===== src/rtl/fsc_pkg.sv =====
package fsc_pkg;
  localparam logic [3:0] REG_CFG  = 4'd0;
  localparam logic [3:0] REG_PROT = 4'd1;
  localparam logic [3:0] REG_STAT = 4'd2;
  localparam logic [3:0] REG_ADDR = 4'd3;
  localparam logic [3:0] REG_DATA = 4'd4;
  localparam logic [3:0] REG_CMD  = 4'd5;
  localparam logic [3:0] REG_KGO  = 4'd6;

  localparam logic [7:0] CMD_ERASE = 8'h41;
  localparam logic [7:0] CMD_PROG  = 8'h20;
  localparam logic [1:0] SEC_OPEN  = 2'b10;

  typedef enum logic [2:0] {SC_START, SC_SCAN, SC_PASS, SC_FAIL, SC_OFF} scan_state_e;
  typedef enum logic [1:0] {OP_NONE, OP_ERASE, OP_PROG} cmd_op_e;
endpackage


===== src/rtl/fsc_key_cmp.sv =====
module fsc_key_cmp #(
  parameter int KEY_WORDS = 4,
  parameter int WORD_W    = 16
) (
  input  logic [KEY_WORDS*WORD_W-1:0] entered_i,
  input  logic [KEY_WORDS*WORD_W-1:0] stored_i,
  output logic                        match_o
);
  logic [KEY_WORDS-1:0] eq;
  logic [KEY_WORDS-1:0] degen;

  for (genvar g = 0; g < KEY_WORDS; g++) begin : g_word
    assign eq[g]    = (entered_i[g*WORD_W +: WORD_W] == stored_i[g*WORD_W +: WORD_W]);
    assign degen[g] = (&entered_i[g*WORD_W +: WORD_W]) | ~(|entered_i[g*WORD_W +: WORD_W]);
  end

  assign match_o = (&eq) & ~(|degen);
endmodule


===== src/rtl/fsc_blank_scan.sv =====
module fsc_blank_scan
  import fsc_pkg::*;
#(
  parameter int ADDR_W = 6,
  parameter int DATA_W = 16
) (
  input  logic              clk,
  input  logic              rst_n,
  input  logic              special_i,
  output logic [ADDR_W-1:0] rd_addr_o,
  input  logic [DATA_W-1:0] rd_data_i,
  output logic              hold_o,
  output logic              unsec_o
);
  localparam logic [ADDR_W-1:0] LAST = '1;

  scan_state_e       state_q, state_d;
  logic [ADDR_W-1:0] idx_q, idx_d;

  always_comb begin
    state_d = state_q;
    idx_d   = idx_q;
    case (state_q)
      SC_START: begin
        idx_d   = '0;
        state_d = special_i ? SC_SCAN : SC_OFF;
      end
      SC_SCAN: begin
        if (rd_data_i != {DATA_W{1'b1}}) state_d = SC_FAIL;
        else if (idx_q == LAST)          state_d = SC_PASS;
        else                             idx_d   = idx_q + 1'b1;
      end
      default: state_d = state_q;
    endcase
  end

  always_ff @(posedge clk or negedge rst_n) begin
    if (!rst_n) begin
      state_q <= SC_START;
      idx_q   <= '0;
    end else begin
      state_q <= state_d;
      idx_q   <= idx_d;
    end
  end

  assign rd_addr_o = idx_q;
  assign hold_o    = (state_q == SC_START) || (state_q == SC_SCAN);
  assign unsec_o   = (state_q == SC_PASS);

  AST_SCAN_STEP: assert property (@(posedge clk) disable iff (!rst_n) (state_q == SC_SCAN && idx_q != '0) |-> ($past(state_q) == SC_SCAN && idx_q == ADDR_W'($past(idx_q) + 1'b1)));
  AST_PASS_STICKY: assert property (@(posedge clk) disable iff (!rst_n) (state_q == SC_PASS) |=> (state_q == SC_PASS));
  AST_FAIL_NOPASS: assert property (@(posedge clk) disable iff (!rst_n) (state_q == SC_FAIL) |=> !unsec_o);
endmodule


===== src/rtl/fsc_irq.sv =====
module fsc_irq (
  input  logic cbe_flag_i,
  input  logic cc_flag_i,
  input  logic cbe_en_i,
  input  logic cc_en_i,
  input  logic gmask_i,
  output logic irq_cbe_o,
  output logic irq_cc_o
);
  assign irq_cbe_o = cbe_flag_i & cbe_en_i & ~gmask_i;
  assign irq_cc_o  = cc_flag_i & cc_en_i & ~gmask_i;
endmodule


===== src/rtl/flash_sec_ctrl.sv =====
module flash_sec_ctrl
  import fsc_pkg::*;
#(
  parameter int ADDR_W     = 6,
  parameter int DATA_W     = 16,
  parameter int KEY_WORDS  = 4,
  parameter int CMD_CYCLES = 8
) (
  input  logic                        clk,
  input  logic                        rst_n,
  input  logic                        special_mode,
  input  logic                        dbg_active,
  input  logic [1:0]                  sec_field,
  input  logic [KEY_WORDS*DATA_W-1:0] key_store,
  input  logic                        irq_gmask,
  input  logic                        reg_wr,
  input  logic [3:0]                  reg_addr,
  input  logic [DATA_W-1:0]           reg_wdata,
  output logic [DATA_W-1:0]           reg_rdata,
  output logic [ADDR_W-1:0]           arr_addr,
  input  logic [DATA_W-1:0]           arr_rdata,
  output logic                        commit,
  output logic                        commit_erase,
  output logic [ADDR_W-1:0]           commit_addr,
  output logic [DATA_W-1:0]           commit_data,
  output logic                        hold_cpu,
  output logic                        secured,
  output logic                        irq_cbe,
  output logic                        irq_cc
);
  localparam int KEY_BITS = KEY_WORDS * DATA_W;
  localparam int CNT_W    = $clog2(CMD_CYCLES + 1);

  // reset: asserted asynchronously, released after two clock edges
  logic [1:0] rst_sync_q;
  logic       rst_s;
  always_ff @(posedge clk or negedge rst_n) begin
    if (!rst_n) rst_sync_q <= 2'b00;
    else        rst_sync_q <= {rst_sync_q[0], 1'b1};
  end
  assign rst_s = rst_sync_q[1];

  logic                load_q, load_d;
  logic                sec_ok_q, sec_ok_d;
  logic                kun_q, kun_d;
  logic                klock_q, klock_d;
  logic [KEY_BITS-1:0] kbuf_q, kbuf_d;
  logic [2:0]          cfg_q, cfg_d;
  logic                prot_q, prot_d;
  logic                cbeif_q, cbeif_d;
  logic                ccif_q, ccif_d;
  logic [ADDR_W-1:0]   addr_q, addr_d;
  logic [DATA_W-1:0]   data_q, data_d;
  cmd_op_e             op_q, op_d;
  logic [CNT_W-1:0]    cnt_q, cnt_d;
  logic                commit_q, commit_d;

  logic scan_hold, scan_unsec, key_match;
  logic dbg_side, key_path_ok, key_word_sel, cmd_known;

  fsc_blank_scan #(.ADDR_W(ADDR_W), .DATA_W(DATA_W)) u_scan (
    .clk       (clk),
    .rst_n     (rst_s),
    .special_i (special_mode),
    .rd_addr_o (arr_addr),
    .rd_data_i (arr_rdata),
    .hold_o    (scan_hold),
    .unsec_o   (scan_unsec)
  );

  fsc_key_cmp #(.KEY_WORDS(KEY_WORDS), .WORD_W(DATA_W)) u_key (
    .entered_i (kbuf_q),
    .stored_i  (key_store),
    .match_o   (key_match)
  );

  fsc_irq u_irq (
    .cbe_flag_i (cbeif_q),
    .cc_flag_i  (ccif_q),
    .cbe_en_i   (cfg_q[0]),
    .cc_en_i    (cfg_q[1]),
    .gmask_i    (irq_gmask),
    .irq_cbe_o  (irq_cbe),
    .irq_cc_o   (irq_cc)
  );

  assign dbg_side     = special_mode & dbg_active;
  assign key_path_ok  = cfg_q[2] & ~dbg_side & ~klock_q;
  assign key_word_sel = reg_addr[3] & ({1'b0, reg_addr[2:0]} < 4'(KEY_WORDS));
  assign cmd_known    = (reg_wdata[7:0] == CMD_ERASE) || (reg_wdata[7:0] == CMD_PROG);

  always_comb begin
    load_d   = 1'b0;
    sec_ok_d = sec_ok_q;
    kun_d    = kun_q;
    klock_d  = klock_q;
    kbuf_d   = kbuf_q;
    cfg_d    = cfg_q;
    prot_d   = prot_q;
    cbeif_d  = cbeif_q;
    ccif_d   = ccif_q;
    addr_d   = addr_q;
    data_d   = data_q;
    op_d     = op_q;
    cnt_d    = cnt_q;
    commit_d = 1'b0;

    if (load_q) sec_ok_d = (sec_field == SEC_OPEN);

    if (reg_wr) begin
      case (reg_addr)
        REG_CFG:  cfg_d = reg_wdata[2:0];
        REG_PROT: if (dbg_side) prot_d = reg_wdata[0];
        REG_ADDR: if (ccif_q) begin
          addr_d  = reg_wdata[ADDR_W-1:0];
          cbeif_d = 1'b0;
        end
        REG_DATA: if (ccif_q) begin
          data_d  = reg_wdata;
          cbeif_d = 1'b0;
        end
        REG_CMD: if (ccif_q && !scan_hold) begin
          cbeif_d = 1'b1;
          if (cmd_known && !prot_q) begin
            ccif_d = 1'b0;
            op_d   = (reg_wdata[7:0] == CMD_ERASE) ? OP_ERASE : OP_PROG;
            cnt_d  = CNT_W'(CMD_CYCLES - 1);
          end
        end
        REG_KGO: if (key_path_ok) begin
          if (key_match) kun_d   = 1'b1;
          else           klock_d = 1'b1;
        end
        default: if (key_word_sel && key_path_ok) begin
          for (int k = 0; k < KEY_WORDS; k++) begin
            if (reg_addr[2:0] == 3'(k)) kbuf_d[k*DATA_W +: DATA_W] = reg_wdata;
          end
        end
      endcase
    end

    if (!ccif_q) begin
      if (cnt_q == '0) begin
        ccif_d   = 1'b1;
        commit_d = 1'b1;
      end else begin
        cnt_d = cnt_q - 1'b1;
      end
    end
  end

  always_ff @(posedge clk or negedge rst_s) begin
    if (!rst_s) begin
      load_q   <= 1'b1;
      sec_ok_q <= 1'b0;
      kun_q    <= 1'b0;
      klock_q  <= 1'b0;
      kbuf_q   <= '0;
      cfg_q    <= '0;
      prot_q   <= 1'b1;
      cbeif_q  <= 1'b1;
      ccif_q   <= 1'b1;
      addr_q   <= '0;
      data_q   <= '0;
      op_q     <= OP_NONE;
      cnt_q    <= '0;
      commit_q <= 1'b0;
    end else begin
      load_q   <= load_d;
      sec_ok_q <= sec_ok_d;
      kun_q    <= kun_d;
      klock_q  <= klock_d;
      kbuf_q   <= kbuf_d;
      cfg_q    <= cfg_d;
      prot_q   <= prot_d;
      cbeif_q  <= cbeif_d;
      ccif_q   <= ccif_d;
      addr_q   <= addr_d;
      data_q   <= data_d;
      op_q     <= op_d;
      cnt_q    <= cnt_d;
      commit_q <= commit_d;
    end
  end

  assign secured      = ~(sec_ok_q | kun_q | scan_unsec);
  assign hold_cpu     = scan_hold;
  assign commit       = commit_q;
  assign commit_erase = (op_q == OP_ERASE);
  assign commit_addr  = addr_q;
  assign commit_data  = data_q;

  always_comb begin
    reg_rdata = '0;
    case (reg_addr)
      REG_CFG:  reg_rdata[2:0] = cfg_q;
      REG_PROT: reg_rdata[0]   = prot_q;
      REG_STAT: reg_rdata[4:0] = {klock_q, scan_unsec, secured, ccif_q, cbeif_q};
      REG_ADDR: reg_rdata[ADDR_W-1:0] = addr_q;
      REG_DATA: reg_rdata = data_q;
      default:  reg_rdata = '0;
    endcase
  end

  AST_KEY_LOCK_STICKY: assert property (@(posedge clk) disable iff (!rst_s) klock_q |=> klock_q);
  AST_KEY_NOT_IN_DBG: assert property (@(posedge clk) disable iff (!rst_s) $rose(kun_q) |-> !$past(special_mode && dbg_active));
  AST_KEY_KEEPS_PROT: assert property (@(posedge clk) disable iff (!rst_s) $rose(kun_q) |-> $stable(prot_q));
  AST_PROT_DBG_ONLY: assert property (@(posedge clk) disable iff (!rst_s) !$stable(prot_q) |-> $past(special_mode && dbg_active));
  AST_COMMIT_AT_DONE: assert property (@(posedge clk) disable iff (!rst_s) commit_q |-> (ccif_q && $past(!ccif_q)));
  AST_NO_CC_IRQ_BUSY: assert property (@(posedge clk) disable iff (!rst_s) !ccif_q |-> !irq_cc);
  AST_IRQ_MASKED: assert property (@(posedge clk) disable iff (!rst_s) irq_gmask |-> !(irq_cbe || irq_cc));
endmodule


===== config.mk =====
export PLATFORM = sky130hd
export DESIGN_NAME = flash_sec_ctrl
export DESIGN_NICKNAME = d
export VERILOG_FILES = /design/src/rtl/fsc_pkg.sv /design/src/rtl/fsc_key_cmp.sv /design/src/rtl/fsc_blank_scan.sv /design/src/rtl/fsc_irq.sv /design/src/rtl/flash_sec_ctrl.sv
export SDC_FILE = /design/constraint.sdc
export NUM_CORES = 1
export LEC_CHECK = 0
export BUFFER_PORTS_ARGS = -buffer_cell sky130_fd_sc_hd__buf_2
export CAP_MARGIN = 0
export CORE_MARGIN = 2
export CORE_UTILIZATION = 35
export DETAILED_ROUTE_END_ITERATION = 12
export PLACE_DENSITY = 0.6
export SYNTH_ARGS = -nofsm -noshare
export SYNTH_HDL_FRONTEND = slang
export SYNTH_HIERARCHICAL = 1
export SYNTH_SLANG_ARGS = --single-unit
export TNS_END_PERCENT = 1

===== constraint.sdc =====
create_clock -name clk -period 3.7 [get_ports clk]
set_input_delay 0.555 -clock clk [delete_from_list [all_inputs] [get_ports clk]]
set_output_delay 0.555 -clock clk [all_outputs]
set_load 0.005 [all_outputs]

==> results of run 1 <==
[final timing paths]
check,from,endpoint,cells past startpoint
max,u_scan/state_q[0],reg_rdata[2],4
min,rst_sync_q[0],rst_sync_q[1],0
max reg2reg,klock_q,kbuf_q[23],4
min reg2reg,rst_sync_q[0],rst_sync_q[1],0
max in group asynchronous,rst_sync_q[1],ccif_q,1
min in group asynchronous,rst_sync_q[1],kbuf_q[10],0
[placed cells by master, fill, tap and decap left out, drive strengths merged, types with 6 or more instances in the layout]
cell and instances:
nand3 9, dfrtp 110, buf 160, inv 13, and2 11, a21oi 6
xor2 8, mux2 91, xnor2 57, o21ai 9, clkinv 9, nor2 12
nor4 28, nor3 11, nand4 41, clkbuf 17, nand2 17
[kinds of logic after synthesis]
kind of cell	after synthesis
other	2
AO/OA/AOI/OAI	39
XOR/XNOR	65
AND/OR/NAND/NOR	163
multiplexers	95
adder cells (fa/ha/maj)	2
flip-flops	114
buffers and inverters	30
[power groups by stage]
stage          registers (W)  clock network, W  logic (W)
3_3_place_gp         0.00144                 0   0.000383
3_5_place_dp         0.00145                 0   0.000395
2_1_floorplan        0.00144                 0   0.000186
5_1_grt              0.00144           0.00156   0.000431
6_report             0.00143           0.00147   0.000393
4_1_cts              0.00143           0.00150   0.000398
[state kept, by name, summed over array words and instances (netlist names), 2 cells and up]
register	count
kbuf_q	64
commit_data	16
commit_addr	6
u_scan/rd_addr_o	6
cnt_q	4
cfg_q	3
u_scan/state_q	3
op_q	2
rst_sync_q	2
[final cells by class]
| cell class | count | area, um2 |
|---|---|---|
| inverter | 11 | 41.3 |
| clock inverter | 15 | 111 |
| fill | 1685 | 9600 |
| tap | 225 | 282 |
| timing repair buffer | 161 | 818 |
| clock buffer | 17 | 425 |
| multi-input combinational | 366 | 3040 |
| sequential | 114 | 2860 |
[layer usage]
| metal | vias to the layer above | routed length (um) | share of wire |
|---|---|---|---|
| li1 | 2221 | - | - |
| met1 | 2419 | 7900 | 0.45 |
| met2 | 119 | 8790 | 0.50 |
| met3 | 16 | 771 | 0.044 |
| met4 | 0 | 240 | 0.014 |
| met5 | - | 0 | 0 |
[metrics by stage]
stage | utilization | worst slack (ns) | area (um2) | hold WS (ns)
after floorplan | - | 0.296 | 6090 | 0.259
after global placement | 0.409 | 1.10 | 7030 | 0.339
after detailed placement | 0.409 | 1.01 | 7030 | 0.339
after CTS | 0.441 | 0.967 | 7580 | 0.352
after global routing | 0.441 | 0.881 | 7580 | 0.354
final | 0.441 | 0.978 | 7580 | 0.349
[repair_timing]
item	in CTS	in global routing
endpoints found under the setup margin	0	0
endpoints found under the hold margin	2	0
resized for setup	0	0
hold buffers	1	0
==> impl_metrics.py, run 1 <==
metrics = {
    "logic_synthesis": {
        "synthMuxAreaShare": 0.187,
        "synth_area_mm2": 0.00609,
        "synth_area_leaders": "dfrtp_1 45%, mux2_2 13%, xnor2_1 8.2%",
        "synth-compound-area-share": 0.0452,
        "syn_inst": 510,
        "syn_avg_cell_area_um2": 11.9,
        "yosysMostFrequentCell": "dfrtp_1",
        "synth-seq-cells": 114,
        "yosys-top-cells-count": "110 x dfrtp_1, 70 x mux2_2, 57 x xnor2_1",
        "synth-adder-area-share": 0.00411,
        "syn-num-nets": 620,
        "ys_seq_area_frac": 0.470,
        "synth_async_sr_flop_share": 1.00,
        "synth_top_area_cell": "dfrtp_1",
        "yosys_warnings": 6,
        "synth_top_area_frac": 0.452,
        "synth_cell_types": 61,
        "synth_edf_count": 0,
        "synth_top_family_by_area": "multiplexers",
        "synthFlopType": "dfrtp_1",
        "synthSimpleGateAreaFrac": 0.168,
        "synth_xor_area_frac": 0.0935,
    },
    "cells_and_area": {
        "syn2layout_area_growth_pct": 24.5,
        "instances_no_fill": 909,
        "nNetsFinal": 781,
        "drive_above_1_share": 0.437,
        "antenna_cells": 0,
    },
    "status": {
        "status": "finished, final reports clean",
    },
    "sta": {
        "max_freq_ghz": 0.367,
        "setup_viol": 0,
        "hold_viol": 0,
        "period_needed_ns": 2.72,
        "tightest_slew_ns": 1.03,
        "setup_tns_ns": 0,
        "skew_ns": 0.00726,
        "final_max_slew_viol_count": 0,
        "fin_crit_sh": 0.736,
        "rsz0062_at_grt": "false",
        "max_slew_margin": 0.310,
    },
    "power_and_ir_drop": {
        "combinationalPowerShare": 0.120,
        "switching_power_w": 0.000884,
        "power_density_mw_per_mm2": 434,
        "clockPowerShare": 0.447,
        "power_leakage_nw": 3.56,
        "pwr-share-seq": 0.434,
        "internal-power_w": 0.00240,
        "ir_drop_uv": 317,
        "switching_share": 0.269,
        "p_total_w": 0.00329,
    },
    "routing": {
        "via_count": 4775,
        "post_drt_via_cell_ratio": 5.25,
        "ant_nets": 0,
        "wirelength_um": 17700,
        "drc_errors": 0,
        "drt_iter0_markers": 231,
        "firstDrtPassIters": 5,
        "wl_per_cell_um": 19.5,
    },
    "setup_path": {
        "required_ns": 3.14,
        "crit_buf_inv": 1,
        "cp-start-kind": "register",
        "arrival_ns": 2.17,
        "reg2reg_slack_ns": 1.46,
        "slowest_stage": "nor3b_1",
        "critical-path-max-stage-delay_ns": 0.56,
        "crit_type": "reg -> out",
        "critPathTopFamily": "simple AND/OR/NAND/NOR gates",
        "cp_max_fo": 12,
        "path_cells": "nor3b_1 -> nor3_1 -> a221o_1 -> buf_2",
        "end_kind": "output pin",
    },
    "place": {
        "gp_congestion": 0.918,
        "dp.cells": 876,
        "dpl.hpwl_um": 13500,
        "port_buffers": 157,
    },
    "clock_tree": {
        "cts_made_buffers": 17,
        "clock_tree.root_cell": "clkbuf_16",
        "cts_buffer_depth": 2,
        "numClockSinks": 114,
        "clk_pin_slew_ns": 0.06,
        "cts_max_level": 4,
        "postCtsSetupBuffers": 0,
        "cts_tree": "yes",
        "insertion_delay_ns": 0.42,
    },
    "worst_hold_path": {
        "hold_path_class": "reg -> reg",
    },
    "global_routing": {
        "grt_use_met3": 0.0369,
        "grt_max_degree": 65,
        "grt_pass1_vias": 4868,
        "antenna_found_initial": 0,
        "gr-total-overflow": 0,
        "use_met1": 0.266,
        "grt_first_pass_wirelength_um": 27400,
        "grt_busiest_layer": "met2",
        "grt_use_met2": 0.326,
        "track_usage": 0.199,
    },
    "floorplanning": {
        "io_pins": 158,
        "start_util": 0.354,
        "num_rows": 48,
        "die_height_um": 136,
        "core_area_mm2": 0.0172,
        "die_x_um": 136,
        "die-area_mm2": 0.0185,
    },
    "flow_run": {
        "drv_cap": 0,
    },
}
(Power assumes the default switching activity.)
==> run 2, diff against run 1 <==
==> constraint.sdc (replaced) <==
create_clock -name clk -period 2.78 [get_ports clk]
set_input_delay 0.417 -clock clk [delete_from_list [all_inputs] [get_ports clk]]
set_output_delay 0.417 -clock clk [all_outputs]
set_load 0.005 [all_outputs]
==> impl_metrics.py, run 2 (synthesis gave the netlist of run 1 again) <==
metrics = {
    "setup_path": {
        "r2r_end": "op_q[0]",
        "cp-start-kind": "register",
        "required_ns": 2.36,
        "cp_max_fo": 12,
        "worstReg2RegStart": "u_scan/state_q[1]",
        "reg2reg_slack_ns": 0.80,
        "arrival_ns": 1.82,
        "end_kind": "output pin",
        "crit_type": "reg -> out",
        "ff2ff_path_depth": 5,
    },
    "sta": {
        "rsz0062_at_grt": "false",
        "fin_crit_sh": 0.804,
        "final_max_slew_viol_count": 0,
        "max_slew_margin": 0.417,
        "setup_tns_ns": 0,
        "max_freq_ghz": 0.447,
        "setup_viol": 0,
        "setup_slack_ns": 0.544,
        "tightest_slew_ns": 0.874,
        "hold_viol": 0,
        "period_needed_ns": 2.24,
        "skew_ns": 0.00522,
    },
    "clock_tree": {
        "clock_tree.root_cell": "clkbuf_16",
        "cts_max_level": 4,
        "insertion_delay_ns": 0.42,
        "numClockSinks": 114,
        "cts_buffer_depth": 2,
        "cts_tree": "yes",
        "clk_pin_slew_ns": 0.05,
        "cts_resized": 0,
        "cts_made_buffers": 17,
    },
    "floorplanning": {
        "die_x_um": 136,
        "start_util": 0.354,
        "core_area_mm2": 0.0172,
        "die-area_mm2": 0.0185,
        "num_rows": 48,
        "io_pins": 158,
        "die_height_um": 136,
    },
    "routing": {
        "wl_per_cell_um": 19.8,
        "drt_iter0_markers": 312,
        "drc_errors": 0,
        "ant_nets": 0,
        "post_drt_via_cell_ratio": 5.32,
        "via_count": 4872,
        "wirelength_um": 18100,
        "firstDrtPassIters": 4,
    },
    "power_and_ir_drop": {
        "power_leakage_nw": 3.63,
        "pwr-share-seq": 0.415,
        "clockPowerShare": 0.468,
        "combinationalPowerShare": 0.117,
        "internal-power_w": 0.00347,
        "p_total_w": 0.00457,
        "switching_power_w": 0.00109,
        "power_density_mw_per_mm2": 595,
        "ir_drop_uv": 441,
        "switching_share": 0.240,
    },
    "flow_run": {
        "drv_cap": 0,
    },
    "global_routing": {
        "grt_pass1_vias": 5031,
        "antenna_found_initial": 0,
        "track_usage": 0.202,
        "grt_max_degree": 38,
        "grt_first_pass_wirelength_um": 27800,
        "gr-total-overflow": 0,
    },
    "worst_hold_path": {
        "hold_path_class": "in -> reg",
        "hp-start": "sec_field[1]",
        "min_path_cells": 3,
        "holdPathEnd": "sec_ok_q",
    },
    "cells_and_area": {
        "fillers": 1663,
        "largest_reg_flops": 64,
        "drive_above_1_share": 0.433,
        "syn2layout_area_growth_pct": 26.2,
        "final_common_cell": "buf_2",
        "layout_common_cells": "157 x buf_2, 109 x dfrtp_1, 70 x mux2_2",
        "nNetsFinal": 787,
        "top_register": "kbuf_q",
        "final_core_util": 0.447,
    },
    "place": {
        "gp_congestion": 0.888,
        "port_buffers": 157,
        "dpl.hpwl_um": 13800,
        "pre_cts_ws_ns": 0.588,
    },
    "status": {
        "status": "finished, final reports clean",
    },
}
==> run 2: changes by cell type in the layout (fill, tap and decap cells not counted) <==
cell | before | now
clkinv_2 | 4 | 3
buf_12 | 0 | 1
diode_2 | 0 | 1
buf_4 | 3 | 8
clkbuf_1 | 0 | 6
clkinv_4 | 4 | 0
inv_6 | 3 | 0
clkinvlp_4 | 4 | 0
clkbuf_8 | 0 | 4
bufinv_16 | 0 | 2
==> run 2: layer usage <==
layer  global-route usage  vias up  share of wire
met2                0.333      161           0.49
met5                    0        -              0
met4               0.0752        0          0.022
li1                     -     2234              -
met3               0.0414       35          0.046
met1                0.264     2442           0.44
==> run 2: power by group through the flow <==
stage	Combinational, W	Sequential (W)	Clock (W)
finish	0.000537	0.00189	0.00214
global placement	0.000523	0.00191	0
floorplan	0.000247	0.00191	0
detailed placement	0.000537	0.00192	0
CTS	0.000542	0.00189	0.00217
global route	0.000584	0.00191	0.00226
==> run 2: per-stage QoR <==
stage | instances | hold WS [ns] | cell area, um2
after floorplan | 510 | 0.121 | 6090
after global placement | 882 | 0.203 | 7090
after detailed placement | 882 | 0.206 | 7090
after CTS | 915 | 0.255 | 7680
after global routing | 915 | 0.278 | 7680
final | 916 | 0.261 | 7680
==> run 2: how the worst max path moves through the flow <==
stage	to	start
after detailed placement	kbuf_q[42]	reg_addr[1]
after global routing	reg_rdata[2]	u_scan/state_q[0]
final	reg_rdata[2]	u_scan/state_q[0]
after CTS	reg_rdata[2]	u_scan/state_q[0]
after global placement	kbuf_q[46]	reg_addr[1]
after floorplan	op_q[0]	u_scan/state_q[1]
==> run 2: critical path: stages (launching register included) <==
cell and delay [ns]:
dfrtp_1 0.49, nor3b_1 0.23, buf_4 0.17, nor3_1 0.07, a221o_1 0.32, buf_2 0.13
==> run 2: final cells by class <==
type	instances	area, um2	share of cell area
Multi-Input combinational cell	366	3040	0.396
Clock inverter	5	75.1	0.00978
Inverter	11	41.3	0.00538
Sequential cell	114	2860	0.373
Clock buffer	27	503	0.0655
Tap cell	225	282	0.0367
Timing Repair Buffer	167	876	0.114
Antenna cell	1	2.50	0.000326
==> run 2: repair_timing <==
item	CTS	global route
endpoints found under the hold margin	2	0
buffers inserted	0	0
hold buffers	1	0
